File: src/rtl/rdma_pkg.sv
package rdma_pkg;

    typedef enum logic [1:0] {
        XF_IDLE  = 2'd0,
        XF_READ  = 2'd1,
        XF_WRITE = 2'd2
    } xfer_e;

    typedef enum logic [1:0] {
        OP_NONE  = 2'd0,
        OP_READ  = 2'd1,
        OP_WRITE = 2'd2,
        OP_ABORT = 2'd3
    } op_e;

    // register offsets
    localparam int unsigned OFS_CMD   = 0;
    localparam int unsigned OFS_ADDR0 = 8;
    localparam int unsigned OFS_CNT0  = 10;
    localparam int unsigned OFS_DATA  = 16;

    // transfer field codes
    localparam logic [2:0] FLD_READ  = 3'b001;
    localparam logic [2:0] FLD_WRITE = 3'b010;
    localparam logic [2:0] FLD_DONE  = 3'b100;

endpackage

File: src/rtl/rdma_cmd_reg.sv
module rdma_cmd_reg
    import rdma_pkg::*;
(
    input  logic       clk,
    input  logic       rst_n,
    input  logic       cmd_wr,
    input  logic [7:0] wdata,
    input  logic       busy,
    input  logic       fin_now,
    output logic       start_xfer,
    output logic       start_is_wr,
    output logic       abort_now,
    output logic [1:0] page_q_o,
    output logic       run_q_o,
    output logic       tx_q_o,
    output logic       done_q_o,
    output logic [7:0] cmd_rb
);

    typedef struct packed {
        logic [1:0] page;
        logic [2:0] field;
        logic       run;
        logic       tx;
        logic       done;
    } cmd_st_t;

    cmd_st_t st_d, st_q;
    op_e     op;
    logic    run_n;

    always_comb begin
        if (wdata[5])
            op = OP_ABORT;
        else if (wdata[4:3] == 2'b01)
            op = OP_READ;
        else if (wdata[4:3] == 2'b10)
            op = OP_WRITE;
        else
            op = OP_NONE;

        run_n = st_q.run;
        if (cmd_wr) begin
            if (wdata[0])
                run_n = 1'b0;
            else if (wdata[1])
                run_n = 1'b1;
        end

        start_xfer  = cmd_wr && (op == OP_READ || op == OP_WRITE) && run_n && !busy;
        start_is_wr = (op == OP_WRITE);
        abort_now   = cmd_wr && (op == OP_ABORT);

        st_d      = st_q;
        st_d.run  = run_n;
        st_d.tx   = cmd_wr && wdata[2] && run_n;
        st_d.done = fin_now;
        if (cmd_wr)
            st_d.page = wdata[7:6];
        if (start_xfer || abort_now)
            st_d.field = wdata[5:3];
        if (fin_now)
            st_d.field = FLD_DONE;
    end

    always_ff @(posedge clk) begin
        if (!rst_n) begin
            st_q.page  <= 2'b00;
            st_q.field <= FLD_DONE;
            st_q.run   <= 1'b0;
            st_q.tx    <= 1'b0;
            st_q.done  <= 1'b0;
        end else begin
            st_q <= st_d;
        end
    end

    assign page_q_o = st_q.page;
    assign run_q_o  = st_q.run;
    assign tx_q_o   = st_q.tx;
    assign done_q_o = st_q.done;
    assign cmd_rb   = {st_q.page, st_q.field, 1'b0, st_q.run, ~st_q.run};

    AST_TX_AFTER_WRITE: assert property (@(posedge clk) disable iff (!rst_n)
        st_q.tx |-> $past(cmd_wr) && $past(wdata[2]));
    AST_STOP_WINS: assert property (@(posedge clk) disable iff (!rst_n)
        cmd_wr && wdata[0] |=> !st_q.run);
    AST_DONE_FIELD: assert property (@(posedge clk) disable iff (!rst_n)
        st_q.done |-> st_q.field == FLD_DONE);

endmodule

File: src/rtl/rdma_channel.sv
module rdma_channel
    import rdma_pkg::*;
#(
    parameter int unsigned ADDR_W = 16,
    parameter int unsigned CNT_W  = 16,
    localparam int unsigned AB    = ADDR_W / 8,
    localparam int unsigned CB    = CNT_W / 8
) (
    input  logic              clk,
    input  logic              rst_n,
    input  logic              start_xfer,
    input  logic              start_is_wr,
    input  logic              abort_now,
    input  logic              data_wr,
    input  logic              data_rd,
    input  logic [AB-1:0]     addr_wmask,
    input  logic [CB-1:0]     cnt_wmask,
    input  logic [7:0]        wdata,
    output logic              busy,
    output logic              fin_now,
    output logic [ADDR_W-1:0] cur_addr,
    output logic [CNT_W-1:0]  cur_cnt,
    output logic [ADDR_W-1:0] mem_addr,
    output logic              mem_we,
    output logic              mem_re,
    output logic [7:0]        mem_wdata,
    input  logic [7:0]        mem_rdata,
    output logic [7:0]        data_rb
);

    typedef struct packed {
        xfer_e             state;
        logic [ADDR_W-1:0] addr;
        logic [CNT_W-1:0]  cnt;
    } ch_st_t;

    ch_st_t ch_d, ch_q;
    logic   access;
    logic   last_byte;

    always_comb begin
        mem_we    = data_wr && (ch_q.state == XF_WRITE);
        mem_re    = data_rd && (ch_q.state == XF_READ);
        access    = mem_we || mem_re;
        last_byte = (ch_q.cnt == CNT_W'(1));
        fin_now   = (access && last_byte) || (start_xfer && ch_q.cnt == '0);

        ch_d = ch_q;
        if (abort_now) begin
            ch_d.state = XF_IDLE;
            ch_d.cnt   = '0;
        end else if (start_xfer) begin
            if (ch_q.cnt == '0)
                ch_d.state = XF_IDLE;
            else
                ch_d.state = start_is_wr ? XF_WRITE : XF_READ;
        end else if (access) begin
            ch_d.addr = ch_q.addr + 1'b1;
            ch_d.cnt  = ch_q.cnt - 1'b1;
            if (last_byte)
                ch_d.state = XF_IDLE;
        end else if (ch_q.state == XF_IDLE) begin
            for (int i = 0; i < AB; i++)
                if (addr_wmask[i])
                    ch_d.addr[8*i +: 8] = wdata;
            for (int i = 0; i < CB; i++)
                if (cnt_wmask[i])
                    ch_d.cnt[8*i +: 8] = wdata;
        end
    end

    always_ff @(posedge clk) begin
        if (!rst_n) begin
            ch_q.state <= XF_IDLE;
            ch_q.addr  <= '0;
            ch_q.cnt   <= '0;
        end else begin
            ch_q <= ch_d;
        end
    end

    assign busy      = (ch_q.state != XF_IDLE);
    assign cur_addr  = ch_q.addr;
    assign cur_cnt   = ch_q.cnt;
    assign mem_addr  = ch_q.addr;
    assign mem_wdata = wdata;
    assign data_rb   = mem_re ? mem_rdata : 8'h00;

    AST_ABORT_ZERO_CNT: assert property (@(posedge clk) disable iff (!rst_n)
        abort_now |=> cur_cnt == '0);
    AST_ABORT_HOLD_ADDR: assert property (@(posedge clk) disable iff (!rst_n)
        abort_now |=> $stable(cur_addr));
    AST_ADDR_STEP: assert property (@(posedge clk) disable iff (!rst_n)
        (mem_we || mem_re) |=> cur_addr == $past(cur_addr) + 1'b1);
    AST_IDLE_NO_MEM: assert property (@(posedge clk) disable iff (!rst_n)
        !busy |-> !mem_we && !mem_re);
    AST_BUSY_NONZERO: assert property (@(posedge clk) disable iff (!rst_n)
        busy |-> cur_cnt != '0);

endmodule

File: src/rtl/rdma_cmd_ctrl.sv
module rdma_cmd_ctrl
    import rdma_pkg::*;
#(
    parameter int unsigned ADDR_W = 16,
    parameter int unsigned CNT_W  = 16,
    parameter int unsigned OFS_W  = 5
) (
    input  logic              clk,
    input  logic              rst_n,
    input  logic [OFS_W-1:0]  host_addr,
    input  logic              host_wr,
    input  logic              host_rd,
    input  logic [7:0]        host_wdata,
    output logic [7:0]        host_rdata,
    output logic [1:0]        page_sel,
    output logic              running,
    output logic              tx_req,
    output logic              rdma_busy,
    output logic              rdma_done,
    output logic [ADDR_W-1:0] mem_addr,
    output logic              mem_we,
    output logic              mem_re,
    output logic [7:0]        mem_wdata,
    input  logic [7:0]        mem_rdata
);

    localparam int unsigned AB = ADDR_W / 8;
    localparam int unsigned CB = CNT_W / 8;

    logic              cmd_wr, data_wr, data_rd, page0;
    logic              start_xfer, start_is_wr, abort_now, busy, fin_now;
    logic [AB-1:0]     addr_wmask;
    logic [CB-1:0]     cnt_wmask;
    logic [ADDR_W-1:0] cur_addr;
    logic [CNT_W-1:0]  cur_cnt;
    logic [7:0]        cmd_rb, data_rb;
    logic [7:0]        rdata_d, rdata_q;

    assign cmd_wr  = host_wr && (host_addr == OFS_W'(OFS_CMD));
    assign data_wr = host_wr && (host_addr == OFS_W'(OFS_DATA));
    assign data_rd = host_rd && (host_addr == OFS_W'(OFS_DATA));
    assign page0   = (page_sel == 2'b00);

    for (genvar g = 0; g < AB; g++) begin : g_addr_sel
        assign addr_wmask[g] = host_wr && page0 && (host_addr == OFS_W'(OFS_ADDR0 + g));
    end
    for (genvar g = 0; g < CB; g++) begin : g_cnt_sel
        assign cnt_wmask[g] = host_wr && page0 && (host_addr == OFS_W'(OFS_CNT0 + g));
    end

    rdma_cmd_reg u_cmd (
        .clk         (clk),
        .rst_n       (rst_n),
        .cmd_wr      (cmd_wr),
        .wdata       (host_wdata),
        .busy        (busy),
        .fin_now     (fin_now),
        .start_xfer  (start_xfer),
        .start_is_wr (start_is_wr),
        .abort_now   (abort_now),
        .page_q_o    (page_sel),
        .run_q_o     (running),
        .tx_q_o      (tx_req),
        .done_q_o    (rdma_done),
        .cmd_rb      (cmd_rb)
    );

    rdma_channel #(
        .ADDR_W (ADDR_W),
        .CNT_W  (CNT_W)
    ) u_chan (
        .clk         (clk),
        .rst_n       (rst_n),
        .start_xfer  (start_xfer),
        .start_is_wr (start_is_wr),
        .abort_now   (abort_now),
        .data_wr     (data_wr),
        .data_rd     (data_rd),
        .addr_wmask  (addr_wmask),
        .cnt_wmask   (cnt_wmask),
        .wdata       (host_wdata),
        .busy        (busy),
        .fin_now     (fin_now),
        .cur_addr    (cur_addr),
        .cur_cnt     (cur_cnt),
        .mem_addr    (mem_addr),
        .mem_we      (mem_we),
        .mem_re      (mem_re),
        .mem_wdata   (mem_wdata),
        .mem_rdata   (mem_rdata),
        .data_rb     (data_rb)
    );

    always_comb begin
        rdata_d = rdata_q;
        if (host_rd) begin
            rdata_d = 8'h00;
            if (host_addr == OFS_W'(OFS_CMD))
                rdata_d = cmd_rb;
            if (host_addr == OFS_W'(OFS_DATA))
                rdata_d = data_rb;
            for (int i = 0; i < AB; i++)
                if (page0 && host_addr == OFS_W'(OFS_ADDR0 + i))
                    rdata_d = cur_addr[8*i +: 8];
            for (int i = 0; i < CB; i++)
                if (page0 && host_addr == OFS_W'(OFS_CNT0 + i))
                    rdata_d = cur_cnt[8*i +: 8];
        end
    end

    always_ff @(posedge clk) begin
        if (!rst_n)
            rdata_q <= 8'h00;
        else
            rdata_q <= rdata_d;
    end

    assign host_rdata = rdata_q;
    assign rdma_busy  = busy;

    AST_RDATA_HOLD: assert property (@(posedge clk) disable iff (!rst_n)
        !host_rd |=> $stable(host_rdata));
    AST_DONE_ENDS_BUSY: assert property (@(posedge clk) disable iff (!rst_n)
        rdma_done |-> !rdma_busy);

endmodule

File: config.mk
export PLATFORM = sky130hd
export DESIGN_NAME = rdma_cmd_ctrl
export DESIGN_NICKNAME = d
export VERILOG_FILES = /design/src/rtl/rdma_pkg.sv /design/src/rtl/rdma_cmd_reg.sv /design/src/rtl/rdma_channel.sv /design/src/rtl/rdma_cmd_ctrl.sv
export SDC_FILE = /design/constraint.sdc
export NUM_CORES = 1
export LEC_CHECK = 0
export ABC_AREA = 1
export CORE_MARGIN = 10
export CORE_UTILIZATION = 50
export DETAILED_ROUTE_END_ITERATION = 6
export GPL_TIMING_DRIVEN = 0
export HOLD_SLACK_MARGIN = 0.08
export PLACE_DENSITY = 0.73
export SYNTH_ARGS = -nofsm -noshare
export SYNTH_HDL_FRONTEND = slang
export SYNTH_SLANG_ARGS = --single-unit
File: constraint.sdc
create_clock -name clk -period 2 [get_ports clk]
set_input_delay 0.4 -clock clk [delete_from_list [all_inputs] [get_ports clk]]
set_output_delay 0.4 -clock clk [all_outputs]
set_load 0.02 [all_outputs]
==> results of run 1 <==
cell type report:
class	count	area [sq um]
Buffer	41	320
Clock buffer	7	86.3
Clock inverter	1	5.00
Fill cell	728	2540
Inverter	69	262
Multi-Input combinational cell	456	2240
Sequential cell	50	1000
Tap cell	99	124
Timing Repair Buffer	70	676
placed cells by master, fill, tap and decap left out, drive strengths merged:
master         Yosys  routed
nand2            173     173
nor2              93      93
inv               69      69
o21ai             56      56
nand3             50      50
dfxtp             50      50
clkdlybuf4s50      0      47
buf               36      44
a21oi             38      38
clkbuf             5      15
nand4             11      11
xor2               9       9
nor3               6       6
ha                 6       6
dlymetal6s2s       0       5
dlygate4sd2        0       5
o21a               3       3
a31oi              3       3
or2                3       3
xnor2              2       2
clkdlybuf4s15      0       2
o21bai             2       2
and3               1       1
clkinv             0       1
per-layer routing:
layer | global-route usage | routed length [um] | share of wire
met4 | 0.0986 | 507 | 0.041
met1 | 0.259 | 4940 | 0.40
met2 | 0.347 | 5830 | 0.47
met5 | 0 | 0 | 0
met3 | 0.0380 | 997 | 0.081
registers in the layout (all words and copies together) (netlist names):
name,cells
u_cmd.page_q_o,2
u_cmd.tx_q_o,1
u_chan.cur_addr,16
u_chan.ch_q,2
u_chan.cur_cnt,16
host_rdata,8
u_cmd.run_q_o,1
u_cmd.done_q_o,1
u_cmd.cmd_rb,3
worst reg2reg max path, cell delays in order, from the launching register on:
cell	delay, ns
sky130_fd_sc_hd__dfxtp_1	0.40
sky130_fd_sc_hd__inv_2	0.05
sky130_fd_sc_hd__nand2_1	0.13
sky130_fd_sc_hd__nor2_4	0.09
sky130_fd_sc_hd__buf_4	0.15
sky130_fd_sc_hd__o21ai_4	0.16
sky130_fd_sc_hd__buf_6	0.19
sky130_fd_sc_hd__buf_8	0.20
sky130_fd_sc_hd__nand2_4	0.11
sky130_fd_sc_hd__o21ai_0	0.10
sky130_fd_sc_hd__nand4_1	0.10
sky130_fd_sc_hd__a21oi_1	0.13
worst min path at each step:
stage                                  from  slack (ns)                           end  depth (start not counted)
6_report                      host_wdata[4]        0.41  u_cmd.cmd_rb[4]$_SDFFE_PP0P_                          3
2_1_floorplan  u_cmd.cmd_rb[3]$_SDFFE_PP0P_        0.46  u_cmd.cmd_rb[3]$_SDFFE_PP0P_                          2
5_1_grt                       host_wdata[4]        0.41  u_cmd.cmd_rb[4]$_SDFFE_PP0P_                          3
4_1_cts          host_rdata[2]$_SDFFE_PN0P_        0.47    host_rdata[2]$_SDFFE_PN0P_                          2
3_5_place_dp     host_rdata[2]$_SDFFE_PN0P_        0.46    host_rdata[2]$_SDFFE_PN0P_                          2
3_3_place_gp     host_rdata[6]$_SDFFE_PN0P_        0.46    host_rdata[6]$_SDFFE_PN0P_                          2
kinds of logic after synthesis:
| kind of cell | after synthesis |
|---|---|
| DFF | 50 |
| buffers and inverters | 110 |
| adders and majority gates | 6 |
| xor gates and xnor gates | 11 |
| and+or+nand+nor | 337 |
| AOI/OAI and AO/OA | 102 |
power by group:
group          internal (mW)  total, mW  switching, mW  leakage (nW)
Combinational          0.144      0.353          0.208          1.71
Sequential              1.01       1.02         0.0150         0.405
Clock                  0.280      0.616          0.336        0.0482
through the flow:
step | hold WS, ns | total power, mW
after floorplan | 0.462 | 1.24
after global placement | 0.457 | 1.38
after detailed placement | 0.455 | 1.38
after CTS | 0.470 | 2.00
after global routing | 0.413 | 2.09
final | 0.409 | 1.99
repair_timing:
item                                   CTS  global route
pin swaps                                3             6
gates resized for setup                 33            26
setup endpoints to repair               38            50
buffers inserted                         5             3
endpoints found under the hold margin    0             0
hold buffers                             0             0
==> out/summary.log, run 1 <==
INFO  outcome        status=complete, no violations
INFO  synth          synth-compound-area-share=0.153
INFO  clock_tree     clkLatencyLatePin=0.30ns
INFO  synth          ys_seq_area_frac=0.268
INFO  setup_path     crit_buf_inv=2
INFO  setup_path     worstPathCellList=inv_2 > nand2_1 > clkdlybuf4s50_1
INFO  setup_path     setup.worst_path.start_class=flip-flop
INFO  synth          synth.area.mux_share=0
INFO  synth          post-synth-top-count-cell=sky130_fd_sc_hd__nand2_1
INFO  synth          synthSimpleGateAreaFrac=0.382
INFO  detailed_routing drt_first_iter_violations=352
INFO  setup_path     r2r_cells=11
INFO  synth          synthesis_warning_total=0
INFO  synth          synth_xor_area_frac=0.0258
INFO  setup_path     critical-path-max-stage-delay=0.64ns
INFO  placement      post_dp_cell_area=4480squm
INFO  floorplan      die_width=106um
INFO  timing         final.period_utilization=0.970
INFO  synth          yosys.area.top_type=sky130_fd_sc_hd__dfxtp_1
INFO  worst_hold_path min-delay-path-class=primary input to flip-flop
INFO  synth          synth_cells=616
INFO  global_routing first_global_vias=3,901
INFO  clock_tree     htreeDepth=2
INFO  setup_path     worstSetupEndpoint=rdma_busy
INFO  setup_path     r2r_setup_slack=0.14ns
INFO  timing         setup-violations-final=0
INFO  setup_path     endpoint_kind=output port
INFO  timing         rsz0062_at_grt=no
INFO  global_routing grt_max_degree=15
INFO  timing         fmaxAchievable=515MHz
INFO  clock_tree     root_buffer=sky130_fd_sc_hd__clkbuf_8
INFO  synth          synth.top_cells.by_area=sky130_fd_sc_hd__dfxtp_1 (27%), sky130_fd_sc_hd__nand2_1 (17%), sky130_fd_sc_hd__nor2_1 (9.1%)
INFO  setup_path     timing.critical_path.required=1.60ns
INFO  pwr            total_leakage_power=2.16nW
INFO  synth          netlist-cell-type-count=32
INFO  setup_path     r2r_end=u_chan.cur_cnt[2]$_SDFFE_PP0P_
INFO  setup_path     critical_path.top_delay_family=buffers and inverters
INFO  timing         worst_pin_slew=0.690ns
INFO  synth          synth_top_family_by_area=simple AND/OR/NAND/NOR gates
INFO  setup_path     worst_r2r_startpoint=u_chan.ch_q[33]$_SDFFE_PP0P_
INFO  timing         report.final.hold_viol_count=0
INFO  timing         fin_tns_setup=0ns
INFO  timing         timing.final.ws_setup=0.0593ns
INFO  global_routing grt_pass1_wl=19,400um
INFO  detailed_routing firstDrtPassIters=5
INFO  floorplan      floorplan_die_height=106um
INFO  synth          syn_area_per_cell=6.06squm
INFO  detailed_routing avgRoutedWirePerCell=15.5um
INFO  layout         post_route_cells_drive_above_1_share=0.141
INFO  flow_run       cap_violations=0
INFO  synth          mappedNetlistNets=647
INFO  placement      finalWeightedCongestion=0.908
INFO  setup_path     critical-path-slowest-cell=sky130_fd_sc_hd__clkdlybuf4s50_1
INFO  clock_tree     clock_tree.buffer_depth=2
INFO  synth          synth_largest_type_area_fraction=0.268
INFO  detailed_routing antenna_violating_nets_post_route=0
INFO  timing         drv_slew=0
INFO  placement      detailedPlacementHpwl=9470um
INFO  synth          synth_common_cells=sky130_fd_sc_hd__nand2_1 (168), sky130_fd_sc_hd__nor2_1 (90), sky130_fd_sc_hd__inv_1 (64)
INFO  clock_tree     cts_made_buffers=5
INFO  pwr            power_density=422nW/um^2
INFO  detailed_routing routed-via-count=4,273
INFO  floorplan      core_area=7250squm
INFO  global_routing gr-usage-all-layers=0.210
INFO  detailed_routing post_drt_via_cell_ratio=5.39
INFO  placement      preCtsSetupSlack=-0.609ns
INFO  floorplan      initial_core_util=0.514
INFO  floorplan      fp.dieArea=11,300squm
INFO  floorplan      placement_rows=31
INFO  synth          synthArstFlopShare=0
INFO  setup_path     crit_type=flip-flop to output port
INFO  setup_path     critical_path_cell_count=3
INFO  layout         finish.utilization=0.650
INFO  synth          post_synth_fa_ha_maj_area_fraction=0.0201
INFO  setup_path     worstSetupStartpoint=u_chan.ch_q[32]$_SDFFE_PP0P_
INFO  clock_tree     cts.sink_count=50
INFO  detailed_routing drc=0
INFO  global_routing number_of_antenna_violations_at_the_first_check_in_global_routing=0
INFO  layout         final_cell_count_no_fill=793
INFO  synth          post_synth_instance_area=3730squm
INFO  global_routing grt_remaining_overflow=0
INFO  setup_path     top_fanout_value_on_the_critical_path=4
INFO  clock_tree     clkTransAtPathRegs=0.09ns
INFO  pwr            ir_worst_vdd=325uV
INFO  setup_path     arrival=1.54ns
INFO  detailed_routing routed_wirelength=12,300um
INFO  synth          synth_flop_cell=sky130_fd_sc_hd__dfxtp_1
INFO  layout         final_cell_area=4710squm
INFO  clock_tree     clock_tree_from_tritoncts=done
INFO  layout         synthToLayoutAreaGrowth=26.4%
INFO  synth          synth_edf_count=0
INFO  placement      port_buffers=62
INFO  layout         antenna_cells=0
INFO  timing         period_needed=1.94ns
INFO  floorplan      boundaryPins=65
INFO  timing         clock_skew=0.0102ns
INFO  timing         max_slew_margin=0.540
INFO  layout         number_of_nets_in_the_final_layout=724
INFO  synth          ys_seq_elements=50
INFO  placement      placed_cells_incl_taps=777
No activity file was read; power rests on OpenSTA's default activity.
==> inputs of run 2 (changes only) <==
- MAX_ROUTING_LAYER: unset -> met4
- PLACE_DENSITY: 0.73 -> 0.74
- SYNTH_HIERARCHICAL: unset -> 1
- clock period: 2 -> 1.78 ns (I/O delays scaled with it)
==> run 2 against run 1 <==
Against the previous run: clock skew up 0.00088 ns; hold slack worse by 0.056 ns; power up 20%; worst setup slack worse by 0.031 ns; die area up 14%; synthesized cell count up 22%.
==> out/summary.log, run 2 <==
INFO  pwr            final_total_pwr=2.39mW [was 1.99 mW]
INFO  detailed_routing routed-via-count=5,021 [was 4,273]
INFO  timing         setup-violations-final=0 [unchanged]
INFO  setup_path     crit_buf_inv=5 [was 2]
INFO  synth          ys_seq_elements=50 [unchanged]
INFO  synth          synth_flop_cell=sky130_fd_sc_hd__dfxtp_1 [unchanged]
INFO  setup_path     worstPathCellList=buf_8 > nor2_4 > buf_6 > nand3_4 > nor2_4 > nand3_4 > buf_6 > inv_2 > buf_6 [was inv_2 > nand2_1 > clkdlybuf4s50_1]
INFO  clock_tree     clkLatencyLatePin=0.31ns [was 0.30 ns]
INFO  synth          synthesis_warning_total=6 [was 0]
INFO  floorplan      initial_core_util=0.508 [was 0.514]
INFO  timing         period_needed=1.75ns
INFO  global_routing number_of_antenna_violations_at_the_first_check_in_global_routing=0 [unchanged]
INFO  synth          ys_seq_area_frac=0.228 [was 0.268]
INFO  setup_path     crit_path_frequent_cell=sky130_fd_sc_hd__buf_6
INFO  floorplan      floorplan_die_height=114um [was 106 um]
INFO  setup_path     arrival=1.40ns [was 1.54 ns]
INFO  timing         final.period_utilization=0.984
INFO  floorplan      fp.dieArea=12,900squm [was 11,300 sq um]
INFO  setup_path     endpoint_kind=output port [unchanged]
INFO  detailed_routing post_drt_via_cell_ratio=5.16 [was 5.39]
INFO  timing         drv_slew=0 [unchanged]
INFO  layout         antenna_cells=0 [unchanged]
INFO  timing         rsz0062_at_grt=yes [was no]
INFO  global_routing first_global_vias=4,612 [was 3,901]
INFO  setup_path     worstSetupStartpoint=host_addr[3] [was u_chan.ch_q[32]$_SDFFE_PP0P_]
INFO  floorplan      placement_rows=34 [was 31]
INFO  global_routing gr-usage-all-layers=0.218 [was 0.210]
INFO  timing         max_slew_margin=0.623 [was 0.540]
INFO  worst_hold_path min-delay-path-class=primary input to flip-flop [unchanged]
INFO  detailed_routing avgRoutedWirePerCell=14.8um [was 15.5 um]
INFO  global_routing grt_remaining_overflow=0 [unchanged]
INFO  synth          post-synth-top-count-cell=sky130_fd_sc_hd__nand2_1 [unchanged]
INFO  setup_path     top_fanout_value_on_the_critical_path=6 [was 4]
INFO  pwr            total_leakage_power=3.06nW [was 2.16 nW]
INFO  layout         mostFrequentLayoutCells=sky130_fd_sc_hd__nand2_1 (179), sky130_fd_sc_hd__nor2_1 (119), sky130_fd_sc_hd__buf_4 (103) [was sky130_fd_sc_hd__nand2_1 (158), sky130_fd_sc_hd__nor2_1 (85), sky130_fd_sc_hd__inv_1 (63)]
INFO  synth          syn_area_per_cell=5.86squm [was 6.06 sq um]
INFO  setup_path     critical_path.top_delay_family=buffers and inverters [unchanged]
INFO  flow_run       cap_violations=0 [unchanged]
INFO  global_routing grt_max_degree=16 [was 15]
INFO  setup_path     crit_type=primary input to output port [was flip-flop to output port]
INFO  timing         clock_skew=0.0111ns [was 0.0102 ns]
INFO  synth          mappedNetlistNets=779 [was 647]
INFO  timing         fin_tns_setup=0ns [unchanged]
INFO  synth          synth_common_cells=sky130_fd_sc_hd__nand2_1 (193), sky130_fd_sc_hd__nor2_1 (132), sky130_fd_sc_hd__inv_1 (94) [was sky130_fd_sc_hd__nand2_1 (168), sky130_fd_sc_hd__nor2_1 (90), sky130_fd_sc_hd__inv_1 (64)]
INFO  clock_tree     root_buffer=sky130_fd_sc_hd__clkbuf_8 [unchanged]
INFO  layout         number_of_nets_in_the_final_layout=894 [was 724]
INFO  setup_path     critical-path-max-stage-delay=0.18ns [was 0.64 ns]
INFO  synth          netlist-cell-type-count=32 [unchanged]
INFO  synth          synth_cells=749 [was 616]
INFO  clock_tree     clkTransAtPathRegs=0.09ns [about the same]
INFO  timing         worst_pin_slew=0.566ns [was 0.690 ns]
INFO  detailed_routing drc=0 [unchanged]
INFO  setup_path     r2r_cells=12 [was 11]
INFO  clock_tree     clock_tree_from_tritoncts=done [unchanged]
INFO  layout         finish.utilization=0.682 [was 0.650]
INFO  setup_path     critical_path_cell_count=9 [was 3]
INFO  layout         synthToLayoutAreaGrowth=34.1% [was 26.4%]
INFO  outcome        status=complete, no violations [unchanged]
INFO  placement      finalWeightedCongestion=0.943 [was 0.908]
INFO  layout         most_common_cell_after_layout_fill_and_taps_aside=sky130_fd_sc_hd__nand2_1 [unchanged]
INFO  timing         report.final.hold_viol_count=0 [unchanged]
INFO  setup_path     r2r_setup_slack=0.08ns [was 0.14 ns]
INFO  layout         post_route_cells_drive_above_1_share=0.280 [was 0.141]
INFO  synth          synth_edf_count=0 [unchanged]
INFO  synth          synthArstFlopShare=0 [unchanged]
INFO  synth          synth_largest_type_area_fraction=0.228 [was 0.268]
INFO  setup_path     critical-path-slowest-cell=sky130_fd_sc_hd__buf_6 [was sky130_fd_sc_hd__clkdlybuf4s50_1]
INFO  synth          yosys.area.top_type=sky130_fd_sc_hd__dfxtp_1 [unchanged]
INFO  detailed_routing drt_first_iter_violations=481 [was 352]
INFO  floorplan      die_width=114um [was 106 um]
INFO  synth          post_synth_instance_area=4390squm [was 3730 sq um]
INFO  clock_tree     cts_made_buffers=5 [unchanged]
INFO  pwr            ir_worst_vdd=337uV [was 325 uV]
INFO  floorplan      core_area=8640squm [was 7250 sq um]
INFO  synth          synth.top_cells.by_area=sky130_fd_sc_hd__dfxtp_1 (23%), sky130_fd_sc_hd__nand2_1 (17%), sky130_fd_sc_hd__nor2_1 (11%) [was sky130_fd_sc_hd__dfxtp_1 (27%), sky130_fd_sc_hd__nand2_1 (17%), sky130_fd_sc_hd__nor2_1 (9.1%)]
INFO  setup_path     setup.worst_path.start_class=primary input [was flip-flop]
INFO  detailed_routing antenna_violating_nets_post_route=0 [unchanged]
INFO  setup_path     worstSetupEndpoint=mem_re [was rdma_busy]
INFO  setup_path     worst_r2r_startpoint=u_cmd/page_q_o[0]$_SDFFE_PN0P_ [was u_chan.ch_q[33]$_SDFFE_PP0P_]
INFO  clock_tree     htreeDepth=2 [unchanged]
INFO  placement      detailedPlacementHpwl=10,200um [was 9470 um]
INFO  detailed_routing firstDrtPassIters=6 [was 5]
INFO  pwr            power_density=406nW/um^2 [was 422 nW/um^2]
INFO  timing         fmaxAchievable=571MHz
INFO  floorplan      boundaryPins=65 [unchanged]
INFO  setup_path     timing.critical_path.required=1.42ns [was 1.60 ns]
INFO  clock_tree     clock_tree.buffer_depth=2 [unchanged]
INFO  global_routing grt_pass1_wl=22,700um [was 19,400 um]
INFO  placement      port_buffers=64 [was 62]
INFO  clock_tree     cts.sink_count=50 [unchanged]
INFO  setup_path     r2r_end=u_chan/cur_cnt[9]$_SDFFE_PP0P_ [was u_chan.cur_cnt[2]$_SDFFE_PP0P_]
INFO  detailed_routing routed_wirelength=14,400um [was 12,300 um]
[run 2: through the flow]
step / instances / hold slack [ns] / area, sq um / setup WS (ns)
6_report: 973 / 0.353 / 5890 / 0.0281
5_1_grt: 973 / 0.391 / 5890 / -0.0311
4_1_cts: 965 / 0.358 / 5670 / -0.0235
3_5_place_dp: 921 / 0.459 / 5190 / -1.20
3_3_place_gp: 921 / 0.448 / 5190 / -1.21
2_1_floorplan: 749 / 0.429 / 4410 / -0.122
[run 2: layer usage]
| layer | GRT usage | share of wire | vias to the layer above |
|---|---|---|---|
| met5 | - | 0 | - |
| met2 | 0.350 | 0.47 | 213 |
| met1 | 0.262 | 0.43 | 2274 |
| met3 | 0.0420 | 0.071 | 37 |
| met4 | 0.0880 | 0.028 | 0 |
| li1 | - | - | 2497 |
[run 2: layout make-up]
cell class                 count  area (sq um)
multi-input combinational    512          2620
sequential                    50          1020
clock buffer                   6          82.6
buffer                        75           606
inverter                     109           424
timing repair buffer         111           987
fill                         763          2750
clock inverter                 2          12.5
tap                          108           135
[run 2: worst register-to-register path: cells and delay by family, from the launching register on]
family | cells | cell delay (ns)
compound gates | 1 | 0.08
buf+inv | 4 | 0.46
flops | 1 | 0.34
simple gates | 7 | 0.72
[run 2: kinds of logic after synthesis]
logic type	count (synthesis)	share of synthesized area
compound gates	63	0.0727
xor+xnor	2	0.00399
fa+ha+maj	5	0.0142
buf+inv	187	0.230
flops	50	0.228
other cells	1	0.000854
simple gates	441	0.451
[run 2: what timing repair did]
item | in CTS | in global routing
hold buffers | 0 | 0
gates resized for setup | 134 | 57
endpoints found under the setup margin | 74 | 40
setup buffers | 35 | 7
pin swaps | 26 | 34
cloned | 3 | 2
[run 2: worst min path at each step]
stage,slack [ns],start,depth (start not counted),end
finish,0.35,host_wdata[4],3,u_cmd/cmd_rb[4]$_SDFFE_PP0P_
global route,0.39,host_wdata[5],3,u_cmd/cmd_rb[5]$_SDFFE_PP1P_
CTS,0.36,host_wdata[4],3,u_cmd/cmd_rb[4]$_SDFFE_PP0P_
detailed placement,0.46,host_rdata[7]$_SDFFE_PN0P_,2,host_rdata[7]$_SDFFE_PN0P_
global placement,0.45,u_cmd/cmd_rb[5]$_SDFFE_PP1P_,2,u_cmd/cmd_rb[5]$_SDFFE_PP1P_
floorplan,0.43,u_cmd/cmd_rb[5]$_SDFFE_PP1P_,2,u_cmd/cmd_rb[5]$_SDFFE_PP1P_
[run 2: power by group]
part	internal (mW)	switching (mW)	total (mW)
registers	1.13	0.0170	1.15
logic	0.229	0.284	0.513
clock network	0.314	0.417	0.731
total	1.67	0.718	2.39
